[src/rtl/spi_rm_pkg.sv]
package spi_rm_pkg;
    localparam int REG_W     = 16;
    localparam int ADDR_W    = 3;
    localparam int DATA_W    = 8;
    localparam int DIV_W     = 7;
    localparam int EN_BIT    = 0;
    localparam int CPHA_BIT  = 7;
    localparam int CPOL_BIT  = 8;
    localparam int DIV_LSB   = 9;
    localparam int STAT_BUSY = 0;
    localparam int STAT_RBF  = 1;

    localparam logic [ADDR_W-1:0] OFS_DATA = 3'd0;
    localparam logic [ADDR_W-1:0] OFS_CTRL = 3'd2;
    localparam logic [ADDR_W-1:0] OFS_STAT = 3'd4;

    localparam logic [REG_W-1:0] CTRL_MASK =
        (REG_W'(1) << EN_BIT) | (REG_W'(1) << CPHA_BIT) |
        (REG_W'(1) << CPOL_BIT) | (REG_W'((1 << DIV_W) - 1) << DIV_LSB);

    typedef enum logic [1:0] {
        ST_IDLE,
        ST_LEAD,
        ST_TRAIL
    } eng_state_t;
endpackage

[src/rtl/spi_rm_regs.sv]
module spi_rm_regs
    import spi_rm_pkg::*;
(
    input  logic              clk,
    input  logic              rst_n,
    input  logic              wr_i,
    input  logic              rd_i,
    input  logic [ADDR_W-1:0] addr_i,
    input  logic [REG_W-1:0]  wdata_i,
    input  logic              busy_i,
    input  logic              rbf_i,
    input  logic [DATA_W-1:0] rx_byte_i,
    output logic              en_o,
    output logic              cpha_o,
    output logic              cpol_o,
    output logic [DIV_W-1:0]  div_o,
    output logic              data_wr_o,
    output logic              data_rd_o,
    output logic [DATA_W-1:0] tx_byte_o,
    output logic [REG_W-1:0]  rdata_o
);
    logic [REG_W-1:0] ctrl_q;

    always_ff @(posedge clk or negedge rst_n) begin
        if (!rst_n) begin
            ctrl_q <= '0;
        end else if (wr_i && addr_i == OFS_CTRL) begin
            ctrl_q <= wdata_i & CTRL_MASK;
        end
    end

    assign en_o      = ctrl_q[EN_BIT];
    assign cpha_o    = ctrl_q[CPHA_BIT];
    assign cpol_o    = ctrl_q[CPOL_BIT];
    assign div_o     = ctrl_q[DIV_LSB +: DIV_W];
    assign data_wr_o = wr_i && addr_i == OFS_DATA;
    assign data_rd_o = rd_i && addr_i == OFS_DATA;
    assign tx_byte_o = wdata_i[DATA_W-1:0];

    always_comb begin
        rdata_o = '0;
        case (addr_i)
            OFS_DATA: rdata_o[DATA_W-1:0] = rx_byte_i;
            OFS_CTRL: rdata_o = ctrl_q;
            OFS_STAT: begin
                rdata_o[STAT_BUSY] = busy_i;
                rdata_o[STAT_RBF]  = rbf_i;
            end
            default:  rdata_o = '0;
        endcase
    end


    ctrl_write_chk: assert property (@(posedge clk) disable iff (!rst_n)
        (wr_i && addr_i == OFS_CTRL) |=> (en_o == $past(wdata_i[EN_BIT]) &&
                                          div_o == $past(wdata_i[DIV_LSB +: DIV_W])));
endmodule

[src/rtl/spi_rm_clkdiv.sv]
module spi_rm_clkdiv
    import spi_rm_pkg::*;
(
    input  logic             clk,
    input  logic             rst_n,
    input  logic             run_i,
    input  logic [DIV_W-1:0] div_i,
    output logic             tick_o
);
    logic [DIV_W-1:0] cnt_q;

    assign tick_o = run_i && cnt_q == div_i;

    always_ff @(posedge clk or negedge rst_n) begin
        if (!rst_n) begin
            cnt_q <= '0;
        end else if (!run_i || tick_o) begin
            cnt_q <= '0;
        end else begin
            cnt_q <= cnt_q + 1'b1;
        end
    end


    half_period_chk: assert property (@(posedge clk) disable iff (!rst_n)
        (run_i && !tick_o && $stable(div_i)) |=> (cnt_q == $past(cnt_q) + 1'b1 || !run_i));
endmodule

[src/rtl/spi_rm_engine.sv]
module spi_rm_engine
    import spi_rm_pkg::*;
(
    input  logic              clk,
    input  logic              rst_n,
    input  logic              en_i,
    input  logic              cpha_i,
    input  logic              cpol_i,
    input  logic              tick_i,
    input  logic              start_i,
    input  logic [DATA_W-1:0] tx_byte_i,
    input  logic              data_rd_i,
    input  logic              miso_i,
    output logic              busy_o,
    output logic              rbf_o,
    output logic [DATA_W-1:0] rx_byte_o,
    output logic              sclk_o,
    output logic              mosi_o
);
    localparam int BIT_W = $clog2(DATA_W);

    eng_state_t        state_q, state_d;
    logic [BIT_W-1:0]  bit_q;
    logic [DATA_W-1:0] tx_q, rx_q, rxbuf_q;
    logic              rbf_q;
    logic              last_bit, edge1, edge2, sample, launch, done;

    assign last_bit = bit_q == BIT_W'(DATA_W - 1);
    assign edge1    = en_i && state_q == ST_LEAD && tick_i;
    assign edge2    = en_i && state_q == ST_TRAIL && tick_i;
    assign sample   = cpha_i ? edge2 : edge1;
    assign launch   = cpha_i ? (edge1 && bit_q != '0) : edge2;
    assign done     = edge2 && last_bit;

    always_comb begin
        state_d = state_q;
        if (!en_i) begin
            state_d = ST_IDLE;
        end else begin
            unique case (state_q)
                ST_IDLE:  if (start_i) state_d = ST_LEAD;
                ST_LEAD:  if (tick_i)  state_d = ST_TRAIL;
                ST_TRAIL: if (tick_i)  state_d = last_bit ? ST_IDLE : ST_LEAD;
                default:  state_d = ST_IDLE;
            endcase
        end
    end

    always_ff @(posedge clk or negedge rst_n) begin
        if (!rst_n) state_q <= ST_IDLE;
        else        state_q <= state_d;
    end

    always_ff @(posedge clk or negedge rst_n) begin
        if (!rst_n) begin
            bit_q   <= '0;
            tx_q    <= '0;
            rx_q    <= '0;
            rxbuf_q <= '0;
            rbf_q   <= 1'b0;
        end else begin
            if (!en_i) begin
                bit_q <= '0;
            end else if (state_q == ST_IDLE && start_i) begin
                bit_q <= '0;
                tx_q  <= tx_byte_i;
            end else begin
                if (launch) tx_q  <= {tx_q[DATA_W-2:0], 1'b0};
                if (sample) rx_q  <= {rx_q[DATA_W-2:0], miso_i};
                if (edge2)  bit_q <= bit_q + 1'b1;
            end
            if (done) rxbuf_q <= cpha_i ? {rx_q[DATA_W-2:0], miso_i} : rx_q;
            if (!en_i)          rbf_q <= 1'b0;
            else if (done)      rbf_q <= 1'b1;
            else if (data_rd_i) rbf_q <= 1'b0;
        end
    end

    always_comb begin
        busy_o    = state_q != ST_IDLE;
        rbf_o     = rbf_q;
        rx_byte_o = rxbuf_q;
        sclk_o    = (en_i && state_q == ST_TRAIL) ? ~cpol_i : cpol_i;
        mosi_o    = tx_q[DATA_W-1];
    end


    start_chk: assert property (@(posedge clk) disable iff (!rst_n)
        (start_i && en_i && !busy_o) |=> busy_o);

    ignore_busy_wr_chk: assert property (@(posedge clk) disable iff (!rst_n)
        (busy_o && en_i && start_i && !tick_i) |=> bit_q == $past(bit_q));

    rbf_at_end_chk: assert property (@(posedge clk) disable iff (!rst_n)
        $rose(rbf_q) |-> ($past(busy_o) && !busy_o));

    abort_chk: assert property (@(posedge clk) disable iff (!rst_n)
        !en_i |=> (!busy_o && !rbf_q));

    sclk_hold_chk: assert property (@(posedge clk) disable iff (!rst_n)
        (en_i && busy_o && !tick_i) |=> ($stable(sclk_o) || !en_i || !$stable(cpol_i)));
endmodule

[src/rtl/spi_reg_master.sv]
module spi_reg_master
    import spi_rm_pkg::*;
(
    input  logic              clk,
    input  logic              rst_n,
    input  logic              bus_wr,
    input  logic              bus_rd,
    input  logic [ADDR_W-1:0] bus_addr,
    input  logic [REG_W-1:0]  bus_wdata,
    output logic [REG_W-1:0]  bus_rdata,
    output logic              spi_sclk,
    output logic              spi_mosi,
    input  logic              spi_miso
);
    logic              en, cpha, cpol, data_wr, data_rd, busy, rbf, tick;
    logic [DIV_W-1:0]  div;
    logic [DATA_W-1:0] tx_byte, rx_byte;

    spi_rm_regs u_regs (
        .clk(clk), .rst_n(rst_n), .wr_i(bus_wr), .rd_i(bus_rd),
        .addr_i(bus_addr), .wdata_i(bus_wdata), .busy_i(busy), .rbf_i(rbf),
        .rx_byte_i(rx_byte), .en_o(en), .cpha_o(cpha), .cpol_o(cpol),
        .div_o(div), .data_wr_o(data_wr), .data_rd_o(data_rd),
        .tx_byte_o(tx_byte), .rdata_o(bus_rdata)
    );

    spi_rm_clkdiv u_div (
        .clk(clk), .rst_n(rst_n), .run_i(busy && en), .div_i(div), .tick_o(tick)
    );

    spi_rm_engine u_eng (
        .clk(clk), .rst_n(rst_n), .en_i(en), .cpha_i(cpha), .cpol_i(cpol),
        .tick_i(tick), .start_i(data_wr), .tx_byte_i(tx_byte),
        .data_rd_i(data_rd), .miso_i(spi_miso), .busy_o(busy), .rbf_o(rbf),
        .rx_byte_o(rx_byte), .sclk_o(spi_sclk), .mosi_o(spi_mosi)
    );
endmodule

[config.mk]
export PLATFORM = sky130hd
export DESIGN_NAME = spi_reg_master
export DESIGN_NICKNAME = d
export VERILOG_FILES = /design/src/rtl/spi_rm_pkg.sv /design/src/rtl/spi_rm_regs.sv /design/src/rtl/spi_rm_clkdiv.sv /design/src/rtl/spi_rm_engine.sv /design/src/rtl/spi_reg_master.sv
export SDC_FILE = /design/constraint.sdc
export NUM_CORES = 1
export LEC_CHECK = 0
export BUFFER_PORTS_ARGS = -buffer_cell sky130_fd_sc_hd__buf_2
export CAP_MARGIN = 30
export CORE_MARGIN = 2
export CORE_UTILIZATION = 57
export DETAILED_ROUTE_END_ITERATION = 6
export MAX_ROUTING_LAYER = met4
export PLACE_DENSITY = 0.86
export REMOVE_ABC_BUFFERS = 1
export SLEW_MARGIN = 30
export SYNTH_ARGS = -nofsm -noshare
export SYNTH_HDL_FRONTEND = slang
export SYNTH_HIERARCHICAL = 1
export SYNTH_SLANG_ARGS = --single-unit
export TNS_END_PERCENT = 30
[constraint.sdc]
create_clock -name clk -period 5.65 [get_ports clk]
set_clock_uncertainty 0.1 [all_clocks]
set_input_delay 1.13 -clock clk [delete_from_list [all_inputs] [get_ports clk]]
set_output_delay 1.13 -clock clk [all_outputs]
set_load 0.03 [all_outputs]
# [Word level (Yosys, flattened, before mapping)]
# Index checks and enable logic that the tools add are counted.
[word_totals] out_inout_bits=18 reg_bits=47 rom_bits=0 mem_count=0 latchBits=0 ramBits=0
[op_classes] n_shift=0 mul=0 n_div=0 add_sub_neg=2 mux=22 n_eq_ne=11 bitwise_logic=2 reduce_logical=22 magnitude_cmp=0
[op_table] op="2-to-1 mux 8 bit" n=4
[op_table] op="logical AND 1 bit" n=12
[op_table] op="case mux 2 bit (3 select lines)" n=2
[op_table] op="case mux 6 bit (2 select lines)" n=1
[op_table] op="2-to-1 mux 3 bit" n=3
[op_table] op="2-to-1 mux 2 bit" n=4
[op_table] op="adder 7 x 1 -> 7 bit (second input constant)" n=1
[op_table] op="== test 7 bit" n=1
[op_table] op="2-to-1 mux 1 bit" n=7
[op_table] op="2-to-1 mux 7 bit" n=1
[op_table] op="== test 3 bit (second input constant)" n=2
[op_table] op="inequality test 3 x 2 -> 1 bit (second input constant)" n=2
[op_table] op="inequality test 3 bit (second input constant)" n=2
[op_table] op="AND reduction 3 bit" n=2
[op_table] op="nonzero test 2 bit" n=2
[op_table] op="adder 3 x 1 -> 3 bit (second input constant)" n=1
[op_table] op="== test 3 x 2 -> 1 bit (second input constant)" n=1
[op_table] op="zero test 3 bit" n=1
[op_table] op="inequality test 3 x 1 -> 1 bit (second input constant)" n=1
[op_table] op="nonzero test 3 bit" n=1
[op_table] op="== test 2 x 1 -> 1 bit (second input constant)" n=1
[op_table] op="== test 2 bit (second input constant)" n=1
[op_table] op="zero test 2 bit" n=1
[op_table] op="NOT 1 bit" n=2
[op_table] op="3 further kinds" n=3

# [Logic depth before layout (Yosys ltp)]
# Gate-level depths: netlist of the first run.
[logic_depth] depth_word=8 depth_mapped=10 depth_no_buf=7

# [Modules after synthesis]
# Netlist of the first run, hierarchy kept.
[by_module_without_submodules] mod="spi_rm_engine" area_per_inst_um2=1512.7 n_inst=1 cells_per_inst=125
[by_module_without_submodules] mod="spi_rm_regs" area_per_inst_um2=665.6 n_inst=1 cells_per_inst=55
[by_module_without_submodules] mod="spi_rm_clkdiv" area_per_inst_um2=464.2 n_inst=1 cells_per_inst=43
[by_module_without_submodules] mod="spi_reg_master" area_per_inst_um2=6.3 n_inst=1 cells_per_inst=1

# [Worst setup path before layout of the first run]
# No wires, ideal clock.
[synth_timing] kind="input-to-output" startpoint="input port bus_addr[1]" endpoint="output port bus_rdata[0]" stages=3 n_path_buf=0 slack_ps=2297 t_arrival_ps=2123 cell_sequence="and2b_1 -> a211oi_1 -> a211oi_1"
[synth_between] elab_chain_len=2 elab_cells_between_ends=4
[synth_rtl] item="start: declaration" line="spi_reg_master.sv:8" text="input logic [ADDR_W-1:0] bus_addr,"
[synth_rtl] item="== test 3 bit (tied with other cells)" line="spi_rm_regs.sv:42" text="case (addr_i)"
[synth_rtl] item="case mux 2 bit (3 select lines) (*)" line="spi_rm_regs.sv:42"
[synth_rtl] item="end: declaration" line="spi_reg_master.sv:10" text="output logic [REG_W-1:0] bus_rdata,"
# Mark *: on every way between the ends. The rest lies on a longest branch, timed or not.

# [Worst setup path in the final report of the first run]
[layout_timing] startpoint="input port bus_addr[2]" endpoint="output port bus_rdata[4]"
[layout_between] elab_chain_len=2 elab_cells_between_ends=3
[layout_rtl] item="== test 3 x 2 -> 1 bit / zero test 3 bit (equally long branches)" line="spi_rm_regs.sv:42"
[layout_rtl] item="case mux 6 bit (2 select lines) (*)" line="spi_rm_regs.sv:42"
# Marks and branches as above.

==> results.cfg, run 1 <==
[job]
max_cap_violations = 0

[synth]
synth_top_family_by_area = multiplexers
post-synth-top-area-cell = dfrtp_1
yosys.area_share.xor_xnor_pct = 4.25
synthAdderAreaFrac_pct = 1.89
synth-warning-count = 6
synth_enable_flop_cells = 0
post_synth_instance_area_um2 = 2650
synth_simple_gate_area_share_pct = 15.2
multiplexer_share_of_the_synthesized_area_pct = 21.3
netlist_top_cells_area = dfrtp_1 44%, mux2_4 9.6%, mux2_2 6.4%
register_bit_count_reported_by_yosys = 47
synthFlopType = dfrtp_1
synth_sequential_area_ratio_pct = 44.4
synthesis.area_per_instance_um2 = 11.8
synth_compound_gate_area_share_pct = 7.13
yosys.cell_types.count = 44
netlist_instances = 224
synthArstFlopShare_pct = 100
yosysTopAreaCellShare_pct = 44.4

[min_path]
holdPathStages = 2
min-delay-start = u_eng/rx_byte_o[3]
hold_path_end = u_eng/rx_byte_o[3]
min-delay-path-class = reg2reg

[timing]
setup_viol_count_final = 0
hold_viol = 0
timing_max_transition_violations_final = 0
period_needed_ps = 3490
worst-slew-pin-transition_ps = 656
hold-worst-slack_ps = 382
maxSlewHeadroom_pct = 56.0
fin_crit_sh_pct = 61.7
setup_ws_ps = 2160
rsz0062_at_grt = false
achievable-frequency_mhz = 287
finalSetupTns_ps = 0

[worst_setup_path]
critPathSlowestCell = nor3_1
worstPathCellList = buf_2 -> nor3_1 -> and2_1 -> buf_2
timing.critical_path.from_type = input pin
worst_ep_required_time_ps = 4420
timing.rr.start = u_div/cnt_q[4]
r2r_slack_ps = 2670
worstPathMaxFanout = 7
timing.critical_path.mode_cell = buf_2
worst_flop_to_flop_path_endpoint = u_eng/tx_q[1]
critical_path_buf_inv_count = 2
path_class = in2out
reg2regPathDepth = 7
critical_path.top_delay_family = simple AND/OR/NAND/NOR gates
timing.critical_path.slowest_cell_delay_ps = 570
cp.arrival_ps = 2260
critPathCaptureType = output port

[power_and_ir_drop]
leakagePower_nw = 1.42
cellPowerDensity_nw_per_um2 = 282
vdd.ir_drop.worst_mv = 0.182

[routing]
drt_pass1_iterations = 4
final_ant_viol_nets = 0
totalWireLength_um = 4680
via_count_of_the_routed_design = 1723
vias_per_cell = 5.56
routedWlPerCell_um = 15.1
drc_errors = 0
first_iter_violations = 182

[cts]
sinks_on_the_clock_net = 47
clkTransAtPathRegs_ps = 80
post-cts-setup-buffer-count = 0
ctsResizeCount = 0
cts.hold.buffers_added = 0
cts_tree = yes
ctsLongestPathBuffers = 2
clk_latency_ps = 300
ctsHtreeMaxLevel = 2
cts-buffers-inserted = 5
clock-root-buffer = clkbuf_8

[floorplan]
die_height_um = 72.2
floorplan.core_area_um2 = 4410
initial_core_util_pct = 60.0
die_span_x_um = 72.2
floorplan.rows = 24
floorplan.die_area_um2 = 5210
ioPinCount = 42

[final_layout]
synthToLayoutAreaGrowth_pct = 10.3
drive_above_1_share_pct = 35.7
num-nets-final = 285
layout.cell_area.non_filler_um2 = 2920
fill_cells = 328
antenna_cells_inserted = 0

[outcome]
status = completed

[placed_design]
pre_cts_setup_slack_ps = 2180
place.detailed.hpwl_um = 3360
placedInstanceArea_um2 = 2790
io_buffers = 41
routability_driven_placement_congestion_ratio = 0.801

[grt]
overflow = 0
grt_antenna_before_repair = 0
maximum_number_of_pins_on_one_net_before_global_route_repair = 48
grt_first_pass_wirelength_um = 7820
tot_gr_track_use_pct = 20.2
number_of_global_route_vias_before_repair = 1680
worst max-delay path by stage:
stage                 from           end  cells past startpoint  slack (ps)
2_1_floorplan  bus_addr[1]  bus_rdata[0]                      3        2300
3_3_place_gp   bus_addr[2]  bus_rdata[5]                      4        2230
3_5_place_dp   bus_addr[2]  bus_rdata[4]                      4        2180
4_1_cts        bus_addr[2]  bus_rdata[4]                      4        2180
5_1_grt        bus_addr[2]  bus_rdata[4]                      4        2040
6_report       bus_addr[2]  bus_rdata[4]                      4        2160
tightest hold or removal path, stage by stage, from the launching register on:
cell and delay, ps:
dfrtp_1 340, nand2_1 50, o21ai_0 60
state kept, by name, summed over array words and instances, names as in the netlist:
name,flops
u_eng/bit_q,3
u_eng/rx_q,8
u_eng/state_q,2
u_eng/tx_q,8
u_regs/ctrl_q,10
u_div/cnt_q,7
u_eng/rbf_o,1
u_eng/rx_byte_o,8
synth_stat cells, types with 2 or more instances:
master / number
a211oi_1: 6
a21o_1: 2
a21oi_1: 6
a31o_2: 2
and2_1: 16
buf_4: 8
buf_6: 3
dfrtp_1: 47
ha_1: 4
inv_1: 6
mux2_2: 15
mux2_4: 17
mux2i_1: 14
nand2_1: 17
nand3_1: 7
nor2_1: 2
nor2b_1: 3
nor3_1: 3
o2111ai_1: 2
o21ai_0: 11
xnor2_1: 3
xor2_1: 8
layout by cell type, fill, tap and decap left out, types with 2 or more instances in the layout:
cell type,instances
dfrtp_1,47
buf_2,40
nand2_1,17
mux2_4,17
and2_1,16
mux2_2,15
mux2i_1,14
o21ai_0,11
xor2_1,8
nand3_1,7
a21oi_1,6
inv_1,6
a211oi_1,6
clkbuf_8,5
ha_1,4
xnor2_1,3
nor2b_1,3
nor3_1,3
bufinv_16,2
a21o_1,2
a31o_2,2
o2111ai_1,2
nor2_1,2
cell type report:
| class | instances | area (um2) | share of cell area [%] |
|---|---|---|---|
| multi-input cells | 156 | 1320 | 45.1 |
| flip-flops and latches | 47 | 1180 | 40.2 |
| repair buffers | 41 | 208 | 7.11 |
| clock buffers | 6 | 72.6 | 2.48 |
| well taps | 52 | 65.1 | 2.23 |
| clock inverters | 2 | 60.1 | 2.05 |
| inverters | 6 | 22.5 | 0.771 |
per-stage QoR:
stage,power [mW],util [%],instances
after floorplan,0.503,-,209
after global placement,0.540,63.2,302
after detailed placement,0.546,63.2,302
after CTS,0.831,66.2,310
after global routing,0.861,66.2,310
final,0.824,66.2,310
cells by family (layout without fill, tap and decap cells):
group / count (synthesis) / in the layout
buf+inv: 21 / 55
flops: 47 / 47
simple gates: 64 / 64
xor+xnor: 12 / 12
compound gates: 30 / 30
fa+ha+maj: 4 / 4
mux: 46 / 46
layer usage:
layer | wire length [um] | global-route usage [%] | up-vias
met5 | 0 | - | -
met4 | 97 | 7.97 | 0
met3 | 285 | 5.00 | 10
met2 | 2220 | 30.8 | 67
met1 | 2080 | 26.2 | 811
li1 | - | - | 835
power by group:
| group | leakage, nW | total [mW] | switching [mW] | internal (mW) |
|---|---|---|---|---|
| Combinational | 0.730 | 0.140 | 0.0607 | 0.0789 |
| Sequential | 0.627 | 0.399 | 0.0336 | 0.366 |
| Clock | 0.0654 | 0.285 | 0.108 | 0.177 |
Note: power is estimated with default switching activity, not from simulation.
==> run 2: changes to the inputs <==
--- a/config.mk
+++ b/config.mk
@@ -8,10 +8,10 @@
 export BUFFER_PORTS_ARGS = -buffer_cell sky130_fd_sc_hd__buf_2
 export CAP_MARGIN = 30
 export CORE_MARGIN = 2
-export CORE_UTILIZATION = 57
+export CORE_UTILIZATION = 51
 export DETAILED_ROUTE_END_ITERATION = 6
 export MAX_ROUTING_LAYER = met4
-export PLACE_DENSITY = 0.86
+export PLACE_DENSITY = 0.82
 export REMOVE_ABC_BUFFERS = 1
 export SLEW_MARGIN = 30
 export SYNTH_ARGS = -nofsm -noshare
==> constraint.sdc (replaced) <==
create_clock -name clk -period 3.1 [get_ports clk]
set_clock_uncertainty 0.1 [all_clocks]
set_input_delay 0.62 -clock clk [delete_from_list [all_inputs] [get_ports clk]]
set_output_delay 0.62 -clock clk [all_outputs]
set_load 0.03 [all_outputs]
==> run 2 against run 1 <==
  * Routed wire length increased by 0.71%
  * Hold slack worse by 170 ps
  * Register-to-register slack lost 2100 ps
  * Via count up 1.3%
  * Sequential power rose by 83%
  * Non-clock buffer count up 5
  * Combinational power up 86%
  * Sequential share of layout area down 0.29 points
  * Final area up 0.73%
  * Largest cell class unchanged
==> results.cfg, run 2 (same netlist as run 1, synthesis figures left out) <==
[timing]
fin_crit_sh_pct = 83.0
rsz0062_at_grt = false
period_needed_ps = 2570
finalSetupTns_ps = 0
setup_viol_count_final = 0
achievable-frequency_mhz = 389
timing_max_transition_violations_final = 0
hold_viol = 0
worst-slew-pin-transition_ps = 596
maxSlewHeadroom_pct = 60.3

[grt]
grt_util_met3_pct = 3.91
global_route.usage.met1_pct = 23.7
tot_gr_track_use_pct = 18.3
busiest_layer = met2
grt_antenna_before_repair = 0
grt_first_pass_wirelength_um = 8200
number_of_global_route_vias_before_repair = 1705
maximum_number_of_pins_on_one_net_before_global_route_repair = 48
overflow = 0
globalRouteMet2Util_pct = 28.2

[cts]
cts_tree = yes
clock-root-buffer = clkbuf_8
clk_latency_ps = 310
ctsHtreeMaxLevel = 2
cts-buffers-inserted = 5
clkTransAtPathRegs_ps = 90
sinks_on_the_clock_net = 47
ctsResizeCount = 0
post-cts-setup-buffer-count = 0
ctsLongestPathBuffers = 2
cts.hold.buffers_added = 0

[floorplan]
die_span_x_um = 76.1
floorplan.die_area_um2 = 5790
floorplan.core_area_um2 = 5070
die_height_um = 76.1
ioPinCount = 42
floorplan.rows = 26
initial_core_util_pct = 52.2

[final_layout]
layout.cells.most_common = dfrtp_1
drive_above_1_share_pct = 37.3
finalCoreUtilization_pct = 58.0
registers.top_by_ff_count = u_regs/ctrl_q
seqCellArea_um2 = 1180
largest_register_ff_count = 10
layout_common_cells = 47 x dfrtp_1, 40 x buf_2, 17 x nand2_1, 17 x mux2_4, 16 x and2_1
fill_cells = 427
num-nets-final = 290
synthToLayoutAreaGrowth_pct = 11.1
multi_input_area_um2 = 1320
antenna_cells_inserted = 0

[worst_setup_path]
timing.rr.start = u_div/cnt_q[4]
worst_ep_required_time_ps = 3190
critPathCaptureType = register
reg2regPathDepth = 7
cp.arrival_ps = 2660
worst_flop_to_flop_path_endpoint = u_eng/tx_q[1]
worstPathMaxFanout = 8
timing.critical_path.from_type = register
path_class = reg2reg
r2r_slack_ps = 530
crit_path_start = u_div/cnt_q[4]

[power_and_ir_drop]
cellPowerDensity_nw_per_um2 = 464
leakagePower_nw = 1.43
vdd.ir_drop.worst_mv = 0.186

[routing]
via_count_of_the_routed_design = 1745
drc_errors = 0
final_ant_viol_nets = 0
vias_per_cell = 5.24
first_iter_violations = 98
routedWlPerCell_um = 14.1
drt_pass1_iterations = 4
totalWireLength_um = 4710

[placed_design]
place.detailed.hpwl_um = 3370
io_buffers = 41
routability_driven_placement_congestion_ratio = 0.759

[job]
max_cap_violations = 0

[outcome]
status = completed

[min_path]
min-delay-path-class = in2async
==> run 2: how the worst max path moves through the flow <==
stage / endpoint / cells past startpoint
3_3_place_gp: u_eng/tx_q[4] / 7
5_1_grt: u_eng/tx_q[1] / 7
4_1_cts: u_eng/tx_q[1] / 7
6_report: u_eng/tx_q[1] / 7
2_1_floorplan: u_eng/tx_q[7] / 7
3_5_place_dp: u_eng/tx_q[3] / 7
==> run 2: critical path, cell delays in order (launching register included) <==
cell     delay, ps
dfrtp_1        460
xor2_1         200
nor4_4         280
and3_1         270
nand2_1        130
a21oi_1        180
a22o_1         500
mux2_4         350
==> run 2: through the flow <==
stage	instance area, um2	worst slack [ps]	total power [mW]	instances	hold WS (ps)
global route	2940	322	1.44	333	253
global placement	2850	500	0.996	325	355
floorplan	2520	571	0.917	209	224
finish	2940	528	1.37	333	207
CTS	2940	533	1.39	333	222
detailed placement	2850	463	1.00	325	362
==> run 2: final cells by class <==
class                      count  area share [%]
timing repair buffer          46            8.33
multi-input combinational    156            44.8
tap                           70            2.97
sequential                    47            39.9
inverter                       6           0.765
clock inverter                 3           0.850
clock buffer                   5            2.34
==> run 2: routing by layer <==
| layer | routed length (um) | part of all wire [%] |
|---|---|---|
| met5 | 0 | 0 |
| met3 | 201 | 4.3 |
| met1 | 2180 | 46 |
| met4 | 57 | 1.2 |
| met2 | 2280 | 48 |
==> run 2: where the power goes <==
group	internal, mW	switching, mW
combinational	0.150	0.111
sequential	0.667	0.0631
clock	0.161	0.215
total	0.978	0.389
